--- src/rtl/jbm_pkg.sv ---
package jbm_pkg;

  typedef enum logic [2:0] {
    ST_IDLE,
    ST_RD_WAIT,
    ST_RD_DATA,
    ST_RD_CRC,
    ST_WR_DATA,
    ST_WR_CRC,
    ST_WR_MATCH
  } engState_t;

  typedef enum logic [1:0] {
    TDO_ZERO,
    TDO_READY,
    TDO_SHIFT,
    TDO_MATCH
  } tdoSel_t;

  // strobes from control to datapath
  typedef struct packed {
    logic    crcInit;
    logic    crcStepOut;
    logic    crcStepIn;
    logic    srShiftOut;
    logic    srShiftIn;
    logic    srLoadCrc;
    logic    wrLatch;
    logic    addrLoad;
    logic    addrStep;
    logic    rdCapture;
    logic    readyBit;
    tdoSel_t tdoSel;
  } dpCtrl_t;

  localparam int CRC_W = 32;
  localparam logic [CRC_W-1:0] CRC_POLY = 32'hEDB88320;

  function automatic logic [CRC_W-1:0] crcStep(input logic [CRC_W-1:0] c, input logic b);
    return {1'b0, c[CRC_W-1:1]} ^ ((c[0] ^ b) ? CRC_POLY : '0);
  endfunction

endpackage

--- src/rtl/jbm_ctrl.sv ---
module jbm_ctrl
  import jbm_pkg::*;
#(
  parameter int CNT_W = 16
) (
  input  logic           clk,
  input  logic           rstN,
  input  logic           cmdValid,
  input  logic           cmdWrite,
  input  logic [2:0]     cmdSize,
  input  logic [CNT_W-1:0] cmdCount,
  input  logic           shiftEn,
  input  logic           memAck,
  input  logic           memErr,
  output logic           memReq,
  output logic           memWe,
  output logic           busy,
  output logic           errFlag,
  output logic [2:0]     sizeBytes,
  output dpCtrl_t        ctl
);

  localparam int BIT_W = $clog2(CRC_W) + 1;
  localparam logic [BIT_W-1:0] CRC_LAST = BIT_W'(CRC_W - 1);

  engState_t        state;
  logic [BIT_W-1:0] bitCnt;
  logic [CNT_W-1:0] wordsLeft;
  logic [2:0]       sizeReg;
  logic             reqR, weR, rdy, errR;

  logic [BIT_W-1:0] wordBits;
  logic             lastBit, lastWord, sizeOk, accept, done;

  assign wordBits = {sizeReg, 3'b000};
  assign lastBit  = (bitCnt == wordBits - BIT_W'(1));
  assign lastWord = (wordsLeft == CNT_W'(1));
  assign sizeOk   = (cmdSize == 3'd1) || (cmdSize == 3'd2) || (cmdSize == 3'd4);
  assign accept   = (state == ST_IDLE) && !reqR && cmdValid && sizeOk && (cmdCount != '0);
  assign done     = reqR && (memAck || memErr);

  assign memReq    = reqR;
  assign memWe     = weR;
  assign busy      = (state != ST_IDLE) || reqR;
  assign errFlag   = errR;
  assign sizeBytes = sizeReg;

  always_comb begin
    ctl          = '0;
    ctl.tdoSel   = TDO_ZERO;
    ctl.addrStep = done;
    ctl.readyBit = rdy;
    unique case (state)
      ST_IDLE: begin
        ctl.crcInit  = accept;
        ctl.addrLoad = accept;
      end
      ST_RD_WAIT: begin
        ctl.tdoSel    = TDO_READY;
        ctl.rdCapture = done;
      end
      ST_RD_DATA: begin
        ctl.tdoSel     = TDO_SHIFT;
        ctl.crcStepOut = shiftEn;
        ctl.srShiftOut = shiftEn;
        ctl.srLoadCrc  = shiftEn && lastBit && lastWord;
      end
      ST_RD_CRC: begin
        ctl.tdoSel     = TDO_SHIFT;
        ctl.srShiftOut = shiftEn;
      end
      ST_WR_DATA: begin
        ctl.srShiftIn = shiftEn;
        ctl.crcStepIn = shiftEn;
        ctl.wrLatch   = shiftEn && lastBit;
      end
      ST_WR_CRC:   ctl.srShiftIn = shiftEn;
      ST_WR_MATCH: ctl.tdoSel    = TDO_MATCH;
      default: ;
    endcase
  end

  always_ff @(posedge clk or negedge rstN) begin
    if (!rstN) begin
      state     <= ST_IDLE;
      bitCnt    <= '0;
      wordsLeft <= '0;
      sizeReg   <= 3'd4;
      reqR      <= 1'b0;
      weR       <= 1'b0;
      rdy       <= 1'b0;
      errR      <= 1'b0;
    end else begin
      if (done) begin
        reqR <= 1'b0;
        if (memErr) errR <= 1'b1;
      end
      unique case (state)
        ST_IDLE: if (accept) begin
          sizeReg   <= cmdSize;
          wordsLeft <= cmdCount;
          bitCnt    <= '0;
          rdy       <= 1'b0;
          if (cmdWrite) begin
            state <= ST_WR_DATA;
          end else begin
            state <= ST_RD_WAIT;
            reqR  <= 1'b1;
            weR   <= 1'b0;
          end
        end
        ST_RD_WAIT: begin
          if (done) rdy <= 1'b1;
          if (shiftEn && rdy) begin
            state  <= ST_RD_DATA;
            bitCnt <= '0;
          end
        end
        ST_RD_DATA: if (shiftEn) begin
          if (lastBit) begin
            bitCnt    <= '0;
            wordsLeft <= wordsLeft - CNT_W'(1);
            if (lastWord) begin
              state <= ST_RD_CRC;
            end else begin
              state <= ST_RD_WAIT;
              rdy   <= 1'b0;
              reqR  <= 1'b1;
              weR   <= 1'b0;
            end
          end else begin
            bitCnt <= bitCnt + BIT_W'(1);
          end
        end
        ST_RD_CRC: if (shiftEn) begin
          if (bitCnt == CRC_LAST) state <= ST_IDLE;
          else bitCnt <= bitCnt + BIT_W'(1);
        end
        ST_WR_DATA: if (shiftEn) begin
          if (lastBit) begin
            reqR      <= 1'b1;
            weR       <= 1'b1;
            bitCnt    <= '0;
            wordsLeft <= wordsLeft - CNT_W'(1);
            if (lastWord) state <= ST_WR_CRC;
          end else begin
            bitCnt <= bitCnt + BIT_W'(1);
          end
        end
        ST_WR_CRC: if (shiftEn) begin
          if (bitCnt == CRC_LAST) state <= ST_WR_MATCH;
          else bitCnt <= bitCnt + BIT_W'(1);
        end
        ST_WR_MATCH: if (shiftEn) state <= ST_IDLE;
        default: state <= ST_IDLE;
      endcase
    end
  end

  // a pending request is held with the same direction until answered
  assert_req_hold_R11: assert property (@(posedge clk) disable iff (!rstN)
    (memReq && !memAck && !memErr) |=> (memReq && $stable(memWe)));

  // a command arriving while busy leaves the burst setup untouched
  assert_busy_ignore_R1: assert property (@(posedge clk) disable iff (!rstN)
    (busy && cmdValid) |=> ($stable(sizeReg) && (state != ST_IDLE || !$past(state == ST_IDLE && !reqR))));

  // data bits only move out once the status bit has reported ready
  assert_data_after_ready_R4: assert property (@(posedge clk) disable iff (!rstN)
    (state == ST_RD_DATA) |-> rdy);

  // the last bit of a write word launches a write access
  assert_write_launch_R7: assert property (@(posedge clk) disable iff (!rstN)
    (state == ST_WR_DATA && shiftEn && lastBit) |=> (memReq && memWe));

  // the CRC phase only follows the final word
  assert_crc_after_last_R6: assert property (@(posedge clk) disable iff (!rstN)
    (state == ST_RD_CRC) |-> (wordsLeft == '0));

endmodule

--- src/rtl/jbm_datapath.sv ---
module jbm_datapath
  import jbm_pkg::*;
#(
  parameter int ADDR_W = 32
) (
  input  logic              clk,
  input  logic              rstN,
  input  dpCtrl_t           ctl,
  input  logic              tdi,
  input  logic [ADDR_W-1:0] cmdAddr,
  input  logic [2:0]        sizeBytes,
  input  logic [CRC_W-1:0]  memRdata,
  input  logic              memErr,
  output logic              tdo,
  output logic [ADDR_W-1:0] memAddr,
  output logic [CRC_W-1:0]  memWdata
);

  logic [CRC_W-1:0]  dataSr, crc, wrBuf, srIn, aligned;
  logic [ADDR_W-1:0] addr;
  logic [CRC_W-1:0]  crcNextOut, crcNextIn;

  assign crcNextOut = crcStep(crc, dataSr[0]);
  assign crcNextIn  = crcStep(crc, tdi);
  assign srIn       = {tdi, dataSr[CRC_W-1:1]};

  always_comb begin
    unique case (sizeBytes)
      3'd1:    aligned = {24'b0, srIn[31:24]};
      3'd2:    aligned = {16'b0, srIn[31:16]};
      default: aligned = srIn;
    endcase
  end

  always_ff @(posedge clk or negedge rstN) begin
    if (!rstN) begin
      dataSr <= '0;
      crc    <= '1;
      wrBuf  <= '0;
      addr   <= '0;
    end else begin
      if (ctl.crcInit)         crc <= '1;
      else if (ctl.crcStepOut) crc <= crcNextOut;
      else if (ctl.crcStepIn)  crc <= crcNextIn;

      if (ctl.rdCapture)       dataSr <= memErr ? '0 : memRdata;
      else if (ctl.srLoadCrc)  dataSr <= crcNextOut;
      else if (ctl.srShiftOut) dataSr <= {1'b0, dataSr[CRC_W-1:1]};
      else if (ctl.srShiftIn)  dataSr <= srIn;

      if (ctl.wrLatch) wrBuf <= aligned;

      if (ctl.addrLoad)      addr <= cmdAddr;
      else if (ctl.addrStep) addr <= addr + ADDR_W'(sizeBytes);
    end
  end

  always_comb begin
    unique case (ctl.tdoSel)
      TDO_READY: tdo = ctl.readyBit;
      TDO_SHIFT: tdo = dataSr[0];
      TDO_MATCH: tdo = (dataSr == crc);
      default:   tdo = 1'b0;
    endcase
  end

  assign memAddr  = addr;
  assign memWdata = wrBuf;

  // every burst begins from an all-ones accumulator
  assert_crc_preset_R2: assert property (@(posedge clk) disable iff (!rstN)
    ctl.crcInit |=> (crc == '1));

  // a completed access moves the address on by the access size
  assert_addr_step_R5: assert property (@(posedge clk) disable iff (!rstN)
    (ctl.addrStep && !ctl.addrLoad) |=> (memAddr == $past(memAddr) + ADDR_W'($past(sizeBytes))));

endmodule

--- src/rtl/jtag_burst_engine.sv ---
module jtag_burst_engine
  import jbm_pkg::*;
#(
  parameter int ADDR_W = 32,
  parameter int CNT_W  = 16
) (
  input  logic              clk,
  input  logic              rstN,
  input  logic              cmdValid,
  input  logic              cmdWrite,
  input  logic [2:0]        cmdSize,
  input  logic [CNT_W-1:0]  cmdCount,
  input  logic [ADDR_W-1:0] cmdAddr,
  input  logic              shiftEn,
  input  logic              tdi,
  output logic              tdo,
  output logic              busy,
  output logic              errFlag,
  output logic              memReq,
  output logic              memWe,
  output logic [ADDR_W-1:0] memAddr,
  output logic [2:0]        memSize,
  output logic [CRC_W-1:0]  memWdata,
  input  logic [CRC_W-1:0]  memRdata,
  input  logic              memAck,
  input  logic              memErr
);

  dpCtrl_t    ctl;
  logic [2:0] sizeBytes;

  jbm_ctrl #(.CNT_W(CNT_W)) uCtrl (
    .clk(clk), .rstN(rstN),
    .cmdValid(cmdValid), .cmdWrite(cmdWrite), .cmdSize(cmdSize), .cmdCount(cmdCount),
    .shiftEn(shiftEn), .memAck(memAck), .memErr(memErr),
    .memReq(memReq), .memWe(memWe), .busy(busy), .errFlag(errFlag),
    .sizeBytes(sizeBytes), .ctl(ctl)
  );

  jbm_datapath #(.ADDR_W(ADDR_W)) uDp (
    .clk(clk), .rstN(rstN), .ctl(ctl), .tdi(tdi),
    .cmdAddr(cmdAddr), .sizeBytes(sizeBytes),
    .memRdata(memRdata), .memErr(memErr),
    .tdo(tdo), .memAddr(memAddr), .memWdata(memWdata)
  );

  assign memSize = sizeBytes;

  // nothing is driven onto the serial output while idle
  assert_idle_quiet_R12: assert property (@(posedge clk) disable iff (!rstN)
    !busy |-> !tdo);

  // the address of a pending request does not move
  assert_addr_hold_R11: assert property (@(posedge clk) disable iff (!rstN)
    (memReq && !memAck && !memErr) |=> $stable(memAddr));

  // once raised the error flag stays up
  assert_err_sticky_R10: assert property (@(posedge clk) disable iff (!rstN)
    errFlag |=> errFlag);

endmodule

--- config.mk ---
export PLATFORM = sky130hd
export DESIGN_NAME = jtag_burst_engine
export DESIGN_NICKNAME = d
export VERILOG_FILES = /design/src/rtl/jbm_pkg.sv /design/src/rtl/jbm_ctrl.sv /design/src/rtl/jbm_datapath.sv /design/src/rtl/jtag_burst_engine.sv
export SDC_FILE = /design/constraint.sdc
export NUM_CORES = 1
export LEC_CHECK = 0
export BUFFER_PORTS_ARGS = -buffer_cell sky130_fd_sc_hd__clkbuf_2
export CORE_UTILIZATION = 60
export DETAILED_ROUTE_END_ITERATION = 10
export PLACE_DENSITY = 0.95
export SLEW_MARGIN = 5
export SYNTH_ARGS = -nofsm -noshare
export SYNTH_HDL_FRONTEND = slang
export SYNTH_SLANG_ARGS = --single-unit
--- constraint.sdc ---
create_clock -name clk -period 8.8 [get_ports clk]
set_clock_uncertainty 0.2 [all_clocks]
set_input_delay 0.44 -clock clk [delete_from_list [all_inputs] [get_ports clk]]
set_output_delay 0.44 -clock clk [all_outputs]
set_load 0.01 [all_outputs]
==> impl_metrics.toml <==
[status]
status = "complete, but fails checks"
violations = "negative hold slack"

[place]
placed_area_um2 = 10100
placed_cells = 1350
portBuffers = 162
dp_hpwl_mm = 17.8
gp_congestion = 0.950

[cts]
clock-root-buffer = "clkbuf_16"
cts_tree = "done"
cts.path.max_buffers = 2
ctsResizeCount = 0
cts_sinks = 160
clock_latency_ns = 0.43
numCtsBuffers = 17
cts_max_level = 4
clkSlewWorstSetupHoldPaths_ns = 0.07

[timing]
finalHoldViolCount = 1
fmax_ghz = 0.293
fin_hold_ws_ns = -0.00105
finalSetupViolCount = 0
rsz0062_at_grt = "false"
slew_violations = 0
relSlewSlack = 0.219
fin_crit_ns = 3.41
tns_ns = 0
tightest_slew_ns = 1.17
post-route-period-util = 0.388

[global_routing]
grt_max_degree = 91
grt_pass1_vias = 8504
grt_pass1_wl_mm = 42.8
overflow = 0
antenna_found_initial = 0
track_usage = 0.340

[critical_path]
crit_fanout = 64
slowest_stage = "nand3_2"
path_buf_inv = 1
path_delay_family = "simple AND/OR/NAND/NOR gates"
cp.required_ns = 8.91
crit_path_start_kind = "register"
crit_type = "register to register"
critPathMaxStageDelay_ns = 0.85
endpoint_kind = "register"
cp_cell_sequence = "inv_1 > ha_1 > xnor3_1 > and4_1 > nand3_2 > o21ai_0"
cp.arrival_ns = 3.52

[route]
viasPerCell = 6.52
wl_mm = 26.7
dr.pass1.iters = 6
wire_per_inst_um = 19.3
ant_nets = 0
vias = 9012
drt_iter0_markers = 1192
drc_errors = 0

[layout]
fin_cells = 1383
post-route-util = 0.707
drive_above_1_share = 0.212
syn2layout_area_growth_pct = 15.5
layout.nets = 1283
design_area_um2 = 10700
insertedDiodeCount = 0

[worst_hold_path]
hold_class = "primary input to register"

[power_and_ir_drop]
p_clk_frac = 0.180
p_leak_nw = 4.64
pwr-share-seq = 0.380
sw_frac_of_total = 0.447
power_switching_w = 0.00185
p_comb_frac = 0.439
p_int_w = 0.00229
power_density_nw_per_um2 = 386
peakVddDrop_uv = 227

[synthesis]
synth_fp_nets = 1166
synth.ff_latch_count = 160
synth_flop_cell = "dfrtp_1"
synth_area_um2 = 9270
synthCells = 1065
ys_types = 67
seq_area_frac_synth = 0.436
yosys_warnings = 0
syn_area_per_cell_um2 = 8.70
async_reset_ff_frac = 1.00
synth_edf_count = 0

[die]
core_area_um2 = 15100
start_util = 0.612
rows = 45
die_h_um = 126
die_w_um = 126
top_level_ports = 163
dieArea_um2 = 15900

[run]
drv_cap = 0
final cells by class:
type	instances	area [um2]
clock buffer	18	429
clock inverter	14	154
fill	1017	4440
inverter	19	71.3
multi-input combinational	811	4870
sequential	160	4050
tap	188	235
timing repair buffer	173	902
cell usage after synthesis (8+ instances only):
master / number / area (um2)
o21ai_0: 78 / 390
or3_1: 22 / 138
nand3_1: 36 / 180
nor4_1: 25 / 156
xor2_1: 17 / 149
ha_1: 9 / 113
o2bb2ai_1: 8 / 70.1
nand4_1: 17 / 106
a22oi_1: 21 / 158
and3_1: 19 / 119
a211oi_1: 35 / 263
clkbuf_1: 66 / 248
nand2_1: 171 / 642
xnor2_1: 57 / 499
a21oi_1: 60 / 300
inv_1: 19 / 71.3
dfrtp_1: 127 / 3180
nor3_1: 32 / 160
dfstp_2: 33 / 867
o22ai_1: 8 / 50.1
mux2i_1: 33 / 330
a31oi_1: 9 / 56.3
nor2_1: 76 / 285
path summary, 6_finish.rpt:
kind / from / end / slack (ns) / cells after the start
setup / recovery: uCtrl.sizeBytes[0]$_DFFE_PN0P_ / uDp.memWdata[9]$_DFFE_PN0P_ / 5.39 / 6
min in group asynchronous: rstN / uDp.memWdata[17]$_DFFE_PN0P_ / 0.44 / 2
max in group asynchronous: rstN / uCtrl.memReq$_DFF_PN0_ / 6.55 / 3
hold / removal: cmdAddr[10] / uDp.memAddr[10]$_DFFE_PN0P_ / -0.001 / 3
hold reg to reg: uCtrl.errFlag$_DFFE_PN0P_ / uCtrl.errFlag$_DFFE_PN0P_ / 0.26 / 1
setup reg to reg: uCtrl.sizeBytes[0]$_DFFE_PN0P_ / uDp.memWdata[9]$_DFFE_PN0P_ / 5.39 / 6
cell usage in the layout, fill, tap and decap left out, types with 8 or more instances in the layout:
cell       instances
o22ai_1            8
nor3_1            31
o2bb2ai_1          8
xor2_1            17
dfstp_2           33
nand3_1           34
nor4_1            25
xnor2_1           57
and3_1            18
a31oi_1            9
buf_4             10
a21oi_1           60
a22oi_1           21
ha_1               9
clkbuf_16         17
nand4_1           17
a211oi_1          35
nand2_1          171
nor2_1            75
o21ai_0           78
clkbuf_2         161
inv_1             19
or3_1             22
mux2i_1           33
dfrtp_1          127
power groups by stage:
stage	logic [W]	clock network, W	registers, W
2_1_floorplan	0.00129	0	0.00145
3_3_place_gp	0.00168	0	0.00153
3_5_place_dp	0.00175	0	0.00155
4_1_cts	0.00179	0.000740	0.00155
5_1_grt	0.00200	0.000772	0.00161
6_report	0.00182	0.000746	0.00157
metrics by stage:
| stage | power (W) | setup WS, ns |
|---|---|---|
| floorplan | 0.00274 | 5.92 |
| global placement | 0.00321 | 5.58 |
| detailed placement | 0.00331 | 5.47 |
| CTS | 0.00408 | 5.42 |
| global route | 0.00438 | 5.13 |
| finish | 0.00414 | 5.39 |
what timing repair did:
item / in CTS / in global routing
buffers inserted: 0 / 0
endpoints found under the hold margin: 57 / 0
setup endpoints to repair: 0 / 0
hold buffers: 1 / 0
flip-flops by register name, indices dropped and copies added (netlist names):
| register | flops |
|---|---|
| uCtrl.errFlag | 1 |
| uDp.crc | 32 |
| uCtrl.memWe | 1 |
| uDp.dataSr | 32 |
| uCtrl.state | 3 |
| uDp.memWdata | 32 |
| uCtrl.bitCnt | 6 |
| uCtrl.sizeBytes | 3 |
| uCtrl.rdy | 1 |
| uCtrl.wordsLeft | 16 |
| uDp.memAddr | 32 |
| uCtrl.memReq | 1 |
worst min-delay path: stages:
cell,delay (ns)
clkbuf_2,0.07
nand2_1,0.03
o21ai_0,0.05
cell families after synthesis:
logic type	Yosys count	synth area share
flip-flops	160	0.436
multiplexers	35	0.0381
adder cells (fa/ha/maj)	10	0.0143
buffers and inverters	94	0.0416
XOR/XNOR	75	0.0724
AND/OR/NAND/NOR	433	0.223
AO/OA/AOI/OAI	258	0.174
routing by layer:
| layer | vias to the layer above | track usage | part of all wire |
|---|---|---|---|
| met3 | 133 | 0.0734 | 0.096 |
| met4 | 0 | 0.159 | 0.043 |
| met5 | - | 0 | 0 |
| li1 | 4054 | - | - |
| met1 | 4287 | 0.447 | 0.39 |
| met2 | 538 | 0.542 | 0.47 |
No activity file was read; power rests on OpenSTA's default activity.
